**src/rtl/row_scan_pkg.sv**
```systemverilog
package row_scan_pkg;
  typedef enum logic [1:0] {
    LVL_V0  = 2'b00,
    LVL_V12 = 2'b01,
    LVL_V43 = 2'b10,
    LVL_V5  = 2'b11
  } drive_lvl_e;

  function automatic drive_lvl_e drive_code(input logic sel, input logic frame,
                                            input logic blank_n);
    if (!blank_n)   return LVL_V0;
    else if (frame) return sel ? LVL_V0 : LVL_V43;
    else            return sel ? LVL_V5 : LVL_V12;
  endfunction
endpackage

```
**src/rtl/row_edge_detect.sv**
```systemverilog
module row_edge_detect (
  input  logic clk_i,
  input  logic rst_ni,
  input  logic sig_i,
  output logic rise_o
);
  logic sig_q;
  // reset high: a line clock already high at reset release is not an edge
  always_ff @(posedge clk_i or negedge rst_ni)
    if (!rst_ni) sig_q <= 1'b1;
    else         sig_q <= sig_i;
  assign rise_o = sig_i & ~sig_q;
endmodule

```
**src/rtl/row_half_chain.sv**
```systemverilog
module row_half_chain #(
  parameter int LEN = 40
) (
  input  logic           clk_i,
  input  logic           rst_ni,
  input  logic           step_i,
  input  logic           rev_i,
  input  logic           din_i,
  output logic [LEN-1:0] q_o
);
  logic [LEN-1:0] q_q;

  always_ff @(posedge clk_i or negedge rst_ni)
    if (!rst_ni)     q_q <= '0;
    else if (step_i) q_q <= rev_i ? {din_i, q_q[LEN-1:1]} : {q_q[LEN-2:0], din_i};

  assign q_o = q_q;
endmodule

```
**src/rtl/row_level_map.sv**
```systemverilog
module row_level_map #(
  parameter int ROWS = 80
) (
  input  logic [ROWS-1:0]   sel_i,
  input  logic              frame_i,
  input  logic              blank_ni,
  output logic [2*ROWS-1:0] level_o
);
  import row_scan_pkg::*;
  for (genvar k = 0; k < ROWS; k++) begin : g_stage
    assign level_o[2*k+1 -: 2] = drive_code(sel_i[k], frame_i, blank_ni);
  end
endmodule

```
**src/rtl/row_scan_driver.sv**
```systemverilog
module row_scan_driver #(
  parameter int ROWS = 80
) (
  input  logic              clk_i,
  input  logic              rst_ni,
  input  logic              line_clk_i,
  input  logic              dual_i,
  input  logic              rev_i,
  input  logic              frame_i,
  input  logic              blank_ni,
  input  logic              pin_l_i,
  input  logic              pin_m_i,
  input  logic              pin_r_i,
  output logic              pin_l_o,
  output logic              pin_l_oe_o,
  output logic              pin_r_o,
  output logic              pin_r_oe_o,
  output logic [2*ROWS-1:0] level_o
);
  localparam int HALF = ROWS / 2;

  logic            step;
  logic            lo_din, hi_din;
  logic [HALF-1:0] lo_q, hi_q;

  row_edge_detect u_edge (
    .clk_i (clk_i), .rst_ni(rst_ni), .sig_i(line_clk_i), .rise_o(step)
  );

  // single mode chains the halves; dual mode feeds the output-side half from the middle pin
  always_comb begin
    if (!rev_i) begin
      lo_din = pin_l_i;
      hi_din = dual_i ? pin_m_i : lo_q[HALF-1];
    end else begin
      hi_din = pin_r_i;
      lo_din = dual_i ? pin_m_i : hi_q[0];
    end
  end

  row_half_chain #(.LEN(HALF)) u_lo (
    .clk_i(clk_i), .rst_ni(rst_ni), .step_i(step), .rev_i(rev_i),
    .din_i(lo_din), .q_o(lo_q)
  );

  row_half_chain #(.LEN(HALF)) u_hi (
    .clk_i(clk_i), .rst_ni(rst_ni), .step_i(step), .rev_i(rev_i),
    .din_i(hi_din), .q_o(hi_q)
  );

  assign pin_r_oe_o = ~rev_i;
  assign pin_l_oe_o = rev_i;
  assign pin_r_o    = rev_i ? 1'b0 : hi_q[HALF-1];
  assign pin_l_o    = rev_i ? lo_q[0] : 1'b0;

  row_level_map #(.ROWS(ROWS)) u_map (
    .sel_i({hi_q, lo_q}), .frame_i(frame_i), .blank_ni(blank_ni), .level_o(level_o)
  );
endmodule

```
**config.mk**
```make
export PLATFORM = sky130hd
export DESIGN_NAME = row_scan_driver
export DESIGN_NICKNAME = d
export VERILOG_FILES = /design/src/rtl/row_scan_pkg.sv /design/src/rtl/row_edge_detect.sv /design/src/rtl/row_half_chain.sv /design/src/rtl/row_level_map.sv /design/src/rtl/row_scan_driver.sv
export SDC_FILE = /design/constraint.sdc
export NUM_CORES = 1
export LEC_CHECK = 0
export BUFFER_PORTS_ARGS = -buffer_cell sky130_fd_sc_hd__buf_2
export CAP_MARGIN = 25
export CELL_PAD_IN_SITES_DETAIL_PLACEMENT = 1
export CELL_PAD_IN_SITES_GLOBAL_PLACEMENT = 1
export CORE_ASPECT_RATIO = 2
export CORE_MARGIN = 1
export CORE_UTILIZATION = 43
export CTS_BUF_LIST = sky130_fd_sc_hd__clkbuf_4
export DETAILED_ROUTE_END_ITERATION = 10
export PLACE_DENSITY = 0.95
export SKIP_LAST_GASP = 1
export SLEW_MARGIN = 20
export SYNTH_ARGS = -nofsm -noshare
export SYNTH_HDL_FRONTEND = slang
export SYNTH_SLANG_ARGS = --single-unit
export TNS_END_PERCENT = 20
```
**constraint.sdc**
```tcl
create_clock -name clk_i -period 9.9 [get_ports clk_i]
set_clock_uncertainty 0.15 [all_clocks]
set_input_delay 2.475 -clock clk_i [delete_from_list [all_inputs] [get_ports clk_i]]
set_output_delay 2.475 -clock clk_i [all_outputs]
set_load 0.005 [all_outputs]
```
==> results of run 1 <==
[metal layers]
layer,part of all wire (%),track usage (%),up-vias
met1,38,18.97,2001
met4,2.3,7.602,0
met2,54,34.17,141
met5,0,0,-
li1,-,-,2022
met3,4.8,2.899,19
[how the worst max path moves through the flow]
| stage | start | endpoint | slack, ns | cells after the start |
|---|---|---|---|---|
| after CTS | blank_ni | level_o[128] | 2.68 | 3 |
| after global placement | blank_ni | level_o[0] | 2.77 | 3 |
| after detailed placement | blank_ni | level_o[128] | 2.69 | 3 |
| final | frame_i | level_o[5] | 3.07 | 5 |
| after floorplan | frame_i | level_o[100] | 1.38 | 4 |
| after global routing | frame_i | level_o[7] | 2.97 | 5 |
[report_power, final]
| part | total [uW] | switching (uW) | internal [uW] |
|---|---|---|---|
| clock network | 218 | 112 | 107 |
| logic | 165 | 86.9 | 78.4 |
| registers | 373 | 24.3 | 349 |
[worst max-delay path: stages]
cell    delay, ns
buf_4        0.27
buf_4        0.84
xor2_1       0.22
and2_1       0.24
buf_2        0.13
[cell families (layout without fill, tap and decap cells)]
family | after synthesis | in the layout | share of synthesized area (%)
AOI/OAI and AO/OA | 81 | 81 | 7.311
other | 0 | 1 | 0
muxes | 81 | 81 | 14.29
buffers and inverters | 126 | 195 | 15.70
and+or+nand+nor | 164 | 164 | 14.67
xor gates and xnor gates | 80 | 80 | 12.33
DFF | 81 | 81 | 35.70
[layout by cell type, fill, tap and decap left out]
master	netlist	routed
nor2b_1	2	1
bufinv_16	0	2
xor2_1	80	80
nand2_1	79	79
buf_4	90	5
mux2_2	1	1
nor2_1	1	1
buf_2	10	170
a21o_1	1	1
nor2b_4	0	1
diode_2	0	1
o21ai_1	67	67
buf_6	9	1
dfrtp_1	80	80
inv_1	1	1
buf_16	0	1
clkinv_2	0	1
dfstp_2	1	1
buf_12	0	1
o21ai_0	12	12
a211oi_2	1	1
and2_1	81	81
nand2b_4	1	1
clkbuf_4	0	11
mux2i_1	80	80
clkinv_1	0	2
[per-stage QoR]
stage,setup WS [ns],instances,utilization (%)
detailed placement,2.686,816,45.57
global placement,2.774,816,45.57
CTS,2.685,832,46.77
finish,3.067,835,47.19
floorplan,1.382,613,-
global route,2.971,835,47.19
[sequential cells by signal (all words and copies together), names as in the netlist]
register / cells
u_edge.sig_q: 1
u_hi.q_o: 40
u_lo.q_o: 40
[layout make-up]
| type | instances | share of cell area [%] |
|---|---|---|
| Timing Repair Buffer | 178 | 15.54 |
| Inverter | 1 | 0.06158 |
| Clock buffer | 11 | 1.355 |
| Multi-Input combinational cell | 406 | 45.42 |
| Antenna cell | 1 | 0.04105 |
| Clock inverter | 5 | 1.190 |
| Sequential cell | 81 | 33.27 |
| Tap cell | 152 | 3.120 |
==> Flow_metrics.wiki, run 1 <==
{| class="wikitable"
! Metric !! Value
|-
| First-iteration detailed-routing DRC count || 141
|-
| CP Class || input pin to output pin
|-
| Unrepaired setup endpoints after global routing || false
|-
| Yosys reg bits || a little over 80
|-
| Run status || completed
|-
| Horizontal die dimension || about 83 um
|-
| Vias || approximately 4200
|-
| Setup-violating endpoint count in the final report || 0
|-
| Crit path capture type || output pin
|-
| Post-synth top area share || 35.23%
|-
| Fill cell instance count of the final layout || 1538
|-
| Area taken by flip-flops and latches || roughly 2000 um2
|-
| Total overflow reported by the global router || 0
|-
| Fraction of final layout cells with drive strength greater than 1 || about 29%
|-
| Slew at the pin closest to its max-slew limit || roughly 0.99 ns
|-
| TritonCTS clock tree || done
|-
| Final design area excluding fillers || approximately 6100 um2
|-
| Post-detailed-placement cell area || between 5000 and 6000 um2
|-
| Total Die Area || between 10000 and 15000 um2
|-
| Pwr Density || 124.2 nW/um2
|-
| Worst Hold Path Cells || 2
|-
| All-Layer GR Usage || between 10% and 20%
|-
| Final Total Pwr || roughly 760 uW
|-
| Aggregate routed wire length || 12.14 mm
|-
| Startpoint of the worst hold path || u_lo.q_o[0]
|-
| Initial antenna violation count || 1
|-
| Most common cell in the synthesized netlist || buf_4
|-
| Final cycle utilization of the critical path || between 60% and 70%
|-
| Maximum number of pins on one net before global-route repair || 89
|-
| Worst endpoint data arrival time || ~4.2 ns
|-
| Worst hold endpoint || u_lo.q_o[0]
|-
| Kind of start point of the critical path || input pin
|-
| Worst reg2reg endpoint || u_hi.q_o[33]
|-
| Count of maximum capacitance violations || 0
|-
| Final critical-path required period || approximately 6.8 ns
|-
| Sum of net half-perimeters after detailed placement || approximately 8.3 mm
|-
| Post-Synthesis Cells || 613
|-
| Most common flop cell mapped by yosys || dfrtp_1
|-
| Worst-case register-to-register setup slack || around 7.5 ns
|-
| Placer Congestion || 0.7246
|-
| Wire length of the first global-routing pass || 19.84 mm
|-
| Warning count from the yosys run || 0
|-
| Worst vdd ir || between 0.00008 and 0.00009 V
|-
| Io pins || about 170
|-
| Largest fanout on the critical path || 65
|-
| Hold violation total from the final report || 0
|-
| Remaining number of nets flagged by the antenna check after routing || 0
|-
| Area growth from synthesis to layout || 7.289%
|-
| Leakage dissipation || ~0.0034 uW
|-
| Syn_area_per_cell || between 9 and 10 um2
|-
| Net total in the final layout || a little under 700
|-
| Clk_lat worst skew || between 0.4 and 0.5 ns
|-
| Share of synthesized flip-flops with an asynchronous set or reset || 100.0%
|-
| Tightest hold margin || approximately 0.42 ns
|-
| DRC Markers || 0
|-
| Max Fclk || approximately 150 MHz
|-
| TritonCTS buffer count || 9
|-
| # clock sinks || 81
|-
| Max-slew violation count || 0
|-
| Clock root buffer || clkbuf_4
|-
| Core ar. || around 13000 um2
|-
| Distinct cells, synth || 20
|-
| Worst slew margin relative to its limit || about a third
|-
| Clock slew at reported path FFs || about 0.13 ns
|-
| Post-Syn Nets || between 600 and 700
|-
| Buffers inserted during post-CTS setup optimization || 0
|-
| Post-synth top cells || 90 x buf_4, 81 x and2_1, 80 x dfrtp_1, 80 x mux2i_1, 80 x xor2_1
|-
| Count of standard-cell rows || between 50 and 60
|-
| Sequential cell area fraction in the yosys report || roughly 36%
|-
| Synth Cell Area || 5682 um2
|-
| Worst reg2reg startpoint || u_edge.sig_q
|-
| Post_cts resized || 0
|-
| Count of flip-flops with a built-in enable after synthesis || 0
|-
| Required time reported for the critical path endpoint || approximately 7.3 ns
|-
| Starting density of the core || between 40% and 50%
|-
| Area contributors post-synth || dfrtp_1 35%, mux2i_1 14%, xor2_1 12%
|-
| Clock tree buffer depth || 2
|-
| Final-layout setup total negative slack || 0 ns
|-
| Min-delay worst type || flop to flop
|-
| Detailed-route wire length per cell || about 15 um
|-
| CTS HTree Levels || 3
|-
| # port buffers || ~170
|-
| Detailed Routing Iterations Pass 1 || 3
|-
| Area of the multi-input gates || around 2800 um2
|-
| Vertical extent of the die || 164.6 um
|-
| Number of cell instances on the worst register-to-register path || 4
|-
| Largest area contributor in the netlist || dfrtp_1
|-
| DR vias/cell || approximately 5.0
|-
| Vias in the first global route || ~4100
|-
| Number of buffers added to fix hold violations after cts || 0
|}
(Power assumes the default switching activity.)
==> inputs of run 2 (changes only) <==
--- a/config.mk
+++ b/config.mk
@@ -5,16 +5,17 @@
 export SDC_FILE = /design/constraint.sdc
 export NUM_CORES = 1
 export LEC_CHECK = 0
+export ABC_AREA = 1
 export BUFFER_PORTS_ARGS = -buffer_cell sky130_fd_sc_hd__buf_2
 export CAP_MARGIN = 25
 export CELL_PAD_IN_SITES_DETAIL_PLACEMENT = 1
 export CELL_PAD_IN_SITES_GLOBAL_PLACEMENT = 1
 export CORE_ASPECT_RATIO = 2
 export CORE_MARGIN = 1
-export CORE_UTILIZATION = 43
+export CORE_UTILIZATION = 33
 export CTS_BUF_LIST = sky130_fd_sc_hd__clkbuf_4
 export DETAILED_ROUTE_END_ITERATION = 10
-export PLACE_DENSITY = 0.95
+export PLACE_DENSITY = 0.87
 export SKIP_LAST_GASP = 1
 export SLEW_MARGIN = 20
 export SYNTH_ARGS = -nofsm -noshare
==> constraint.sdc (replaced) <==
create_clock -name clk_i -period 6 [get_ports clk_i]
set_clock_uncertainty 0.15 [all_clocks]
set_input_delay 1.5 -clock clk_i [delete_from_list [all_inputs] [get_ports clk_i]]
set_output_delay 1.5 -clock clk_i [all_outputs]
set_load 0.005 [all_outputs]
==> Flow_metrics.wiki, run 2 <==
{| class="wikitable"
! Metric !! Value
|-
| Warning count from the yosys run || 0
|-
| DR vias/cell || 4.703
|-
| Worst hold endpoint || u_lo.q_o[13]
|-
| Remaining number of nets flagged by the antenna check after routing || 0
|-
| Final-layout setup total negative slack || 0 ns
|-
| Aggregate routed wire length || around 15 mm
|-
| Syn_area_per_cell || approximately 6.6 um2
|-
| Synth Cell Area || 5732 um2
|-
| Worst endpoint data arrival time || about 2.9 ns
|-
| Leakage dissipation || about 0.0037 uW
|-
| Fraction of final layout cells with drive strength greater than 1 || between 20% and 30%
|-
| Largest fanout on the critical path || 38
|-
| Total Die Area || between 15000 and 20000 um2
|-
| Unrepaired setup endpoints after global routing || false
|-
| Clock tree buffer depth || 2
|-
| Post-synth top cells || 471 x nand2_1, 90 x buf_4, 86 x nor2_1
|-
| Area growth from synthesis to layout || 8.972%
|-
| Post-synth top area share || between 30% and 40%
|-
| Most common flop cell mapped by yosys || dfrtp_1
|-
| Count of flip-flops with a built-in enable after synthesis || 0
|-
| Tightest hold margin || 0.4156 ns
|-
| Count of maximum capacitance violations || 0
|-
| TritonCTS buffer count || 9
|-
| Area contributors post-synth || dfrtp_1 35%, nand2_1 31%, xnor2_1 12%
|-
| # clock sinks || 81
|-
| Largest area contributor in the netlist || dfrtp_1
|-
| Sum of net half-perimeters after detailed placement || just over 10 mm
|-
| Clock slew at reported path FFs || between 0.1 and 0.15 ns
|-
| Number of buffers added to fix hold violations after cts || 0
|-
| Yosys reg bits || 81
|-
| Slew at the pin closest to its max-slew limit || between 0.8 and 0.9 ns
|-
| Io pins || between 150 and 200
|-
| All-Layer GR Usage || 17.57%
|-
| DRC Markers || 0
|-
| CP Class || input pin to output pin
|-
| CTS HTree Levels || 3
|-
| Vias in the first global route || ~5200
|-
| Detailed-route wire length per cell || roughly 13 um
|-
| Max Fclk || roughly 220 MHz
|-
| Starting density of the core || around a third
|-
| Sequential cell area fraction in the yosys report || 35.39%
|-
| Final cycle utilization of the critical path || between 70% and 80%
|-
| Pwr Density || 206.2 nW/um2
|-
| Post-Synthesis Cells || roughly 860
|-
| Placer Congestion || approximately 0.75
|-
| Clock root buffer || clkbuf_4
|-
| Crit path capture type || output pin
|-
| Count of standard-cell rows || 67
|-
| Maximum number of pins on one net before global-route repair || a little over 80
|-
| Net total in the final layout || ~940
|-
| Min-delay worst type || flop to flop
|-
| Post-Syn Nets || just under 900
|-
| Horizontal die dimension || 95.19 um
|-
| # port buffers || between 150 and 200
|-
| Wire length of the first global-routing pass || about 25 mm
|-
| Detailed Routing Iterations Pass 1 || 4
|-
| Fill cell instance count of the final layout || between 2000 and 2500
|-
| Clk_lat worst skew || between 0.4 and 0.5 ns
|-
| Required time reported for the critical path endpoint || ~4.4 ns
|-
| Vertical extent of the die || 188.4 um
|-
| Total overflow reported by the global router || 0
|-
| Most used cells in the layout excluding fill and tap cells || 470 x nand2_1, 171 x buf_2, 85 x nor2_1
|-
| First-iteration detailed-routing DRC count || 206
|-
| Number of cell instances on the worst register-to-register path || 6
|-
| Kind of start point of the critical path || input pin
|-
| Share of synthesized flip-flops with an asynchronous set or reset || 100.0%
|-
| Worst Hold Path Cells || 2
|-
| Post_cts resized || 0
|-
| Startpoint of the worst hold path || u_lo.q_o[13]
|-
| Leading cell type in the layout, fill and taps excluded || nand2_1
|-
| Worst-case register-to-register setup slack || about 4.0 ns
|-
| Worst vdd ir || 0.00007973 V
|-
| Distinct cells, synth || 14
|-
| Max-slew violation count || 0
|-
| Initial antenna violation count || 1
|-
| TritonCTS clock tree || done
|-
| Vias || about 5400
|-
| Setup-violating endpoint count in the final report || 0
|-
| Core ar. || 16850 um2
|-
| Worst reg2reg endpoint || u_lo.q_o[37]
|-
| Worst slew margin relative to its limit || 41.72%
|-
| Worst reg2reg startpoint || u_edge.sig_q
|-
| Final critical-path required period || between 4 and 5 ns
|-
| Run status || completed
|-
| Most common cell in the synthesized netlist || nand2_1
|-
| Hold violation total from the final report || 0
|-
| Buffers inserted during post-CTS setup optimization || 0
|}
## run 2: cell count changes after synthesis, moves of 3 or more
cell,change
nand2_1,+392
nor2_1,+85
and2_1,-81
mux2i_1,-80
xnor2_1,+80
xor2_1,-80
o21ai_1,-65
o21ai_0,-10
buf_6,-9
buf_2,+8
clkbuf_1,+6
inv_1,+5
inv_2,+3
## run 2: cells by family after synthesis
logic type / synth area share [%]
xor gates and xnor gates: 12.22
AOI/OAI and AO/OA: 0.3493
buffers and inverters: 15.39
DFF: 35.39
and+or+nand+nor: 36.65
## run 2: per-stage QoR
step	area, um2	total power [uW]	util [%]	cells	setup WS, ns
after floorplan	5734	880.0	-	863	0.6262
after global placement	6091	966.6	36.15	1122	1.472
after detailed placement	6091	979.2	36.15	1122	1.421
after global routing	6246	1372	37.07	1139	1.390
after CTS	6223	1309	36.93	1137	1.421
final	6246	1288	37.07	1139	1.461
## run 2: layout make-up
cell class | count | area (um2) | share of cell area (%)
flip-flops and latches | 81 | 2028 | 32.47
clock inverters | 5 | 57.56 | 0.9215
inverters | 9 | 33.78 | 0.5409
multi-input cells | 643 | 2831 | 45.33
repair buffers | 183 | 958.4 | 15.34
well taps | 207 | 259.0 | 4.147
diodes | 1 | 2.502 | 0.04006
clock buffers | 10 | 75.07 | 1.202
## run 2: worst max path at each step
stage / startpoint / endpoint / slack (ns) / depth (start not counted)
floorplan: frame_i / level_o[100] / 0.63 / 4
global placement: frame_i / level_o[29] / 1.47 / 5
detailed placement: blank_ni / level_o[20] / 1.42 / 4
CTS: blank_ni / level_o[20] / 1.42 / 4
global route: frame_i / level_o[69] / 1.39 / 5
finish: frame_i / level_o[69] / 1.46 / 5
## run 2: layer usage
metal	track usage [%]	vias to the layer above	share of wire (%)
met2	31.81	148	52
met3	1.816	16	5.1
met4	5.944	0	1.8
met1	20.91	2594	41
met5	0	-	0
li1	-	2599	-
## run 2: where the power goes
group	total, uW	internal (uW)	switching, uW
clock	325	129	196
sequential	641	585	56.0
combinational	322	139	183
total	1290	853	435
## run 2: critical path, stage by stage
cell and delay [ns]:
buf_4 0.27, buf_4 0.59, xnor2_1 0.24, nor2_1 0.13, buf_2 0.13
==> inputs of run 3 (changes only) <==
--- a/config.mk
+++ b/config.mk
@@ -12,10 +12,10 @@
 export CELL_PAD_IN_SITES_GLOBAL_PLACEMENT = 1
 export CORE_ASPECT_RATIO = 2
 export CORE_MARGIN = 1
-export CORE_UTILIZATION = 33
+export CORE_UTILIZATION = 37
 export CTS_BUF_LIST = sky130_fd_sc_hd__clkbuf_4
 export DETAILED_ROUTE_END_ITERATION = 10
-export PLACE_DENSITY = 0.87
+export PLACE_DENSITY = 0.92
 export SKIP_LAST_GASP = 1
 export SLEW_MARGIN = 20
 export SYNTH_ARGS = -nofsm -noshare
==> constraint.sdc (replaced) <==
create_clock -name clk_i -period 4.7 [get_ports clk_i]
set_clock_uncertainty 0.15 [all_clocks]
set_input_delay 1.175 -clock clk_i [delete_from_list [all_inputs] [get_ports clk_i]]
set_output_delay 1.175 -clock clk_i [all_outputs]
set_load 0.005 [all_outputs]
==> Flow_metrics.wiki, run 3 (synthesis results as in run 2) <==
{| class="wikitable"
! Metric !! Value
|-
| Horizontal die dimension || 90.01 um
|-
| Crit path capture type || output pin
|-
| Buffers inserted during post-CTS setup optimization || 0
|-
| TritonCTS buffer count || 9
|-
| Clock slew at reported path FFs || approximately 0.12 ns
|-
| Max Fclk || 262.2 MHz
|-
| Leading cell type in the layout, fill and taps excluded || nand2_1
|-
| Hold violation total from the final report || 0
|-
| Aggregate routed wire length || ~15 mm
|-
| CP Class || input pin to output pin
|-
| Clock tree buffer depth || 2
|-
| Largest stage delay on the critical path || around 0.6 ns
|-
| Vertical extent of the die || between 150 and 200 um
|-
| All-Layer GR Usage || between 10% and 20%
|-
| Wire length of the first global-routing pass || between 20 and 25 mm
|-
| Placer Congestion || roughly 0.77
|-
| Library cell contributing the largest single delay on the critical path || buf_4
|-
| Final cycle utilization of the critical path || roughly four fifths
|-
| Unrepaired setup endpoints after global routing || false
|-
| TritonCTS clock tree || done
|-
| First-iteration detailed-routing DRC count || ~240
|-
| Setup-violating endpoint count in the final report || 0
|-
| Number of cell instances on the worst register-to-register path || 6
|-
| Required time reported for the critical path endpoint || between 3 and 4 ns
|-
| DRC Markers || 0
|-
| Fraction of final layout cells with drive strength greater than 1 || 21.80%
|-
| Vias in the first global route || ~5000
|-
| Slew at the pin closest to its max-slew limit || around 0.86 ns
|-
| Most frequent cell on the critical path || buf_4
|-
| Worst Hold Path Cells || 2
|-
| Detailed-route wire length per cell || ~13 um
|-
| Worst vdd ir || 0.0001278 V
|-
| Area growth from synthesis to layout || 9.408%
|-
| Min-delay worst type || flop to flop
|-
| # port buffers || about 170
|-
| Vias || 5352
|-
| Run status || completed
|-
| Count of standard-cell rows || 64
|-
| Maximum number of pins on one net before global-route repair || between 80 and 90
|-
| Max-slew violation count || 0
|-
| CTS HTree Levels || 3
|-
| Starting density of the core || between 30% and 40%
|-
| Leakage dissipation || 0.003705 uW
|-
| Setup WS pre-CTS || about 0.87 ns
|-
| Detailed Routing Iterations Pass 1 || 4
|-
| Io pins || around 170
|-
| Number of buffers added to fix hold violations after cts || 0
|-
| Final critical-path required period || 3.814 ns
|-
| Worst path setup slack after routing || just under 0.9 ns
|-
| Chain of cells forming the critical path || buf_4, buf_4, xnor2_1, nor2_1, buf_2
|-
| Pwr Density || between 200 and 300 nW/um2
|-
| Final Total Pwr || ~1700 uW
|-
| Remaining number of nets flagged by the antenna check after routing || 0
|-
| Utilization after layout || 41.22%
|-
| Clock root buffer || clkbuf_4
|-
| Kind of start point of the critical path || input pin
|-
| DR vias/cell || between 4 and 5
|-
| Initial antenna violation count || 1
|-
| # clock sinks || 81
|-
| Fill cell instance count of the final layout || ~2100
|-
| Count of maximum capacitance violations || 0
|-
| Net total in the final layout || approximately 940
|-
| Most used cells in the layout excluding fill and tap cells || 470 x nand2_1, 171 x buf_2, 85 x nor2_1
|-
| Worst endpoint data arrival time || 2.49 ns
|-
| Final-layout setup total negative slack || 0 ns
|-
| Core ar. || roughly 15000 um2
|-
| Worst slew margin relative to its limit || a little over two fifths
|-
| Post_cts resized || 0
|-
| Total Die Area || between 15000 and 20000 um2
|-
| Number of stages on the worst setup path || 5
|-
| Bufs and invs on worst path || 3
|-
| Crit-path leading delay family || buffers and inverters
|-
| Largest fanout on the critical path || 45
|-
| Sum of net half-perimeters after detailed placement || 9.901 mm
|-
| Clk_lat worst skew || ~0.44 ns
|-
| Total overflow reported by the global router || 0
|}
[run 3: cell count changes in the layout (fill, tap and decap cells not counted), sizes merged]
cell / change
bufinv: +1
clkinvlp: -2
clkbuf: +1
[run 3: worst paths after layout]
path	startpoint	to	slack, ns
max	frame_i	level_o[45]	0.89
min	u_hi.q_o[6]	u_hi.q_o[6]	0.42
max in group asynchronous	rst_ni	u_edge.sig_q	2.84
max reg2reg	u_edge.sig_q	u_hi.q_o[9]	2.74
min in group asynchronous	rst_ni	u_lo.q_o[0]	0.65
min reg2reg	u_hi.q_o[6]	u_hi.q_o[6]	0.42
[run 3: metal layers]
metal  wire (um)  up-vias  GRT usage [%]
li1            -     2601              -
met1        6000     2562          20.74
met2        7733      164          35.78
met3         703       25          3.367
met4         405        0          7.527
met5           0        -              0
[run 3: through the flow]
step / hold WS, ns / area (um2) / std cells
global route: 0.4516 / 6271 / 1130
CTS: 0.4255 / 6269 / 1129
finish: 0.4248 / 6271 / 1130
floorplan: 0.3612 / 5739 / 863
global placement: 0.3834 / 6117 / 1114
detailed placement: 0.3962 / 6117 / 1114
[run 3: report_power, final]
| part | switching (uW) | internal [uW] |
|---|---|---|
| logic | 227 | 179 |
| registers | 72.3 | 746 |
| clock network | 239 | 223 |
[run 3: final cells by class]
type | count | area [um2] | area share [%]
Clock buffer | 11 | 82.58 | 1.317
Antenna cell | 1 | 2.502 | 0.03990
Tap cell | 198 | 247.7 | 3.951
Timing Repair Buffer | 183 | 970.9 | 15.48
Multi-Input combinational cell | 643 | 2836 | 45.23
Inverter | 9 | 33.78 | 0.5387
Clock inverter | 4 | 68.82 | 1.097
Sequential cell | 81 | 2028 | 32.34
[run 3: worst min-delay path, delay by kind of cell, from the launching register on]
kind	cells	cell delay (ns)
flops	1	0.43
simple gates	2	0.13
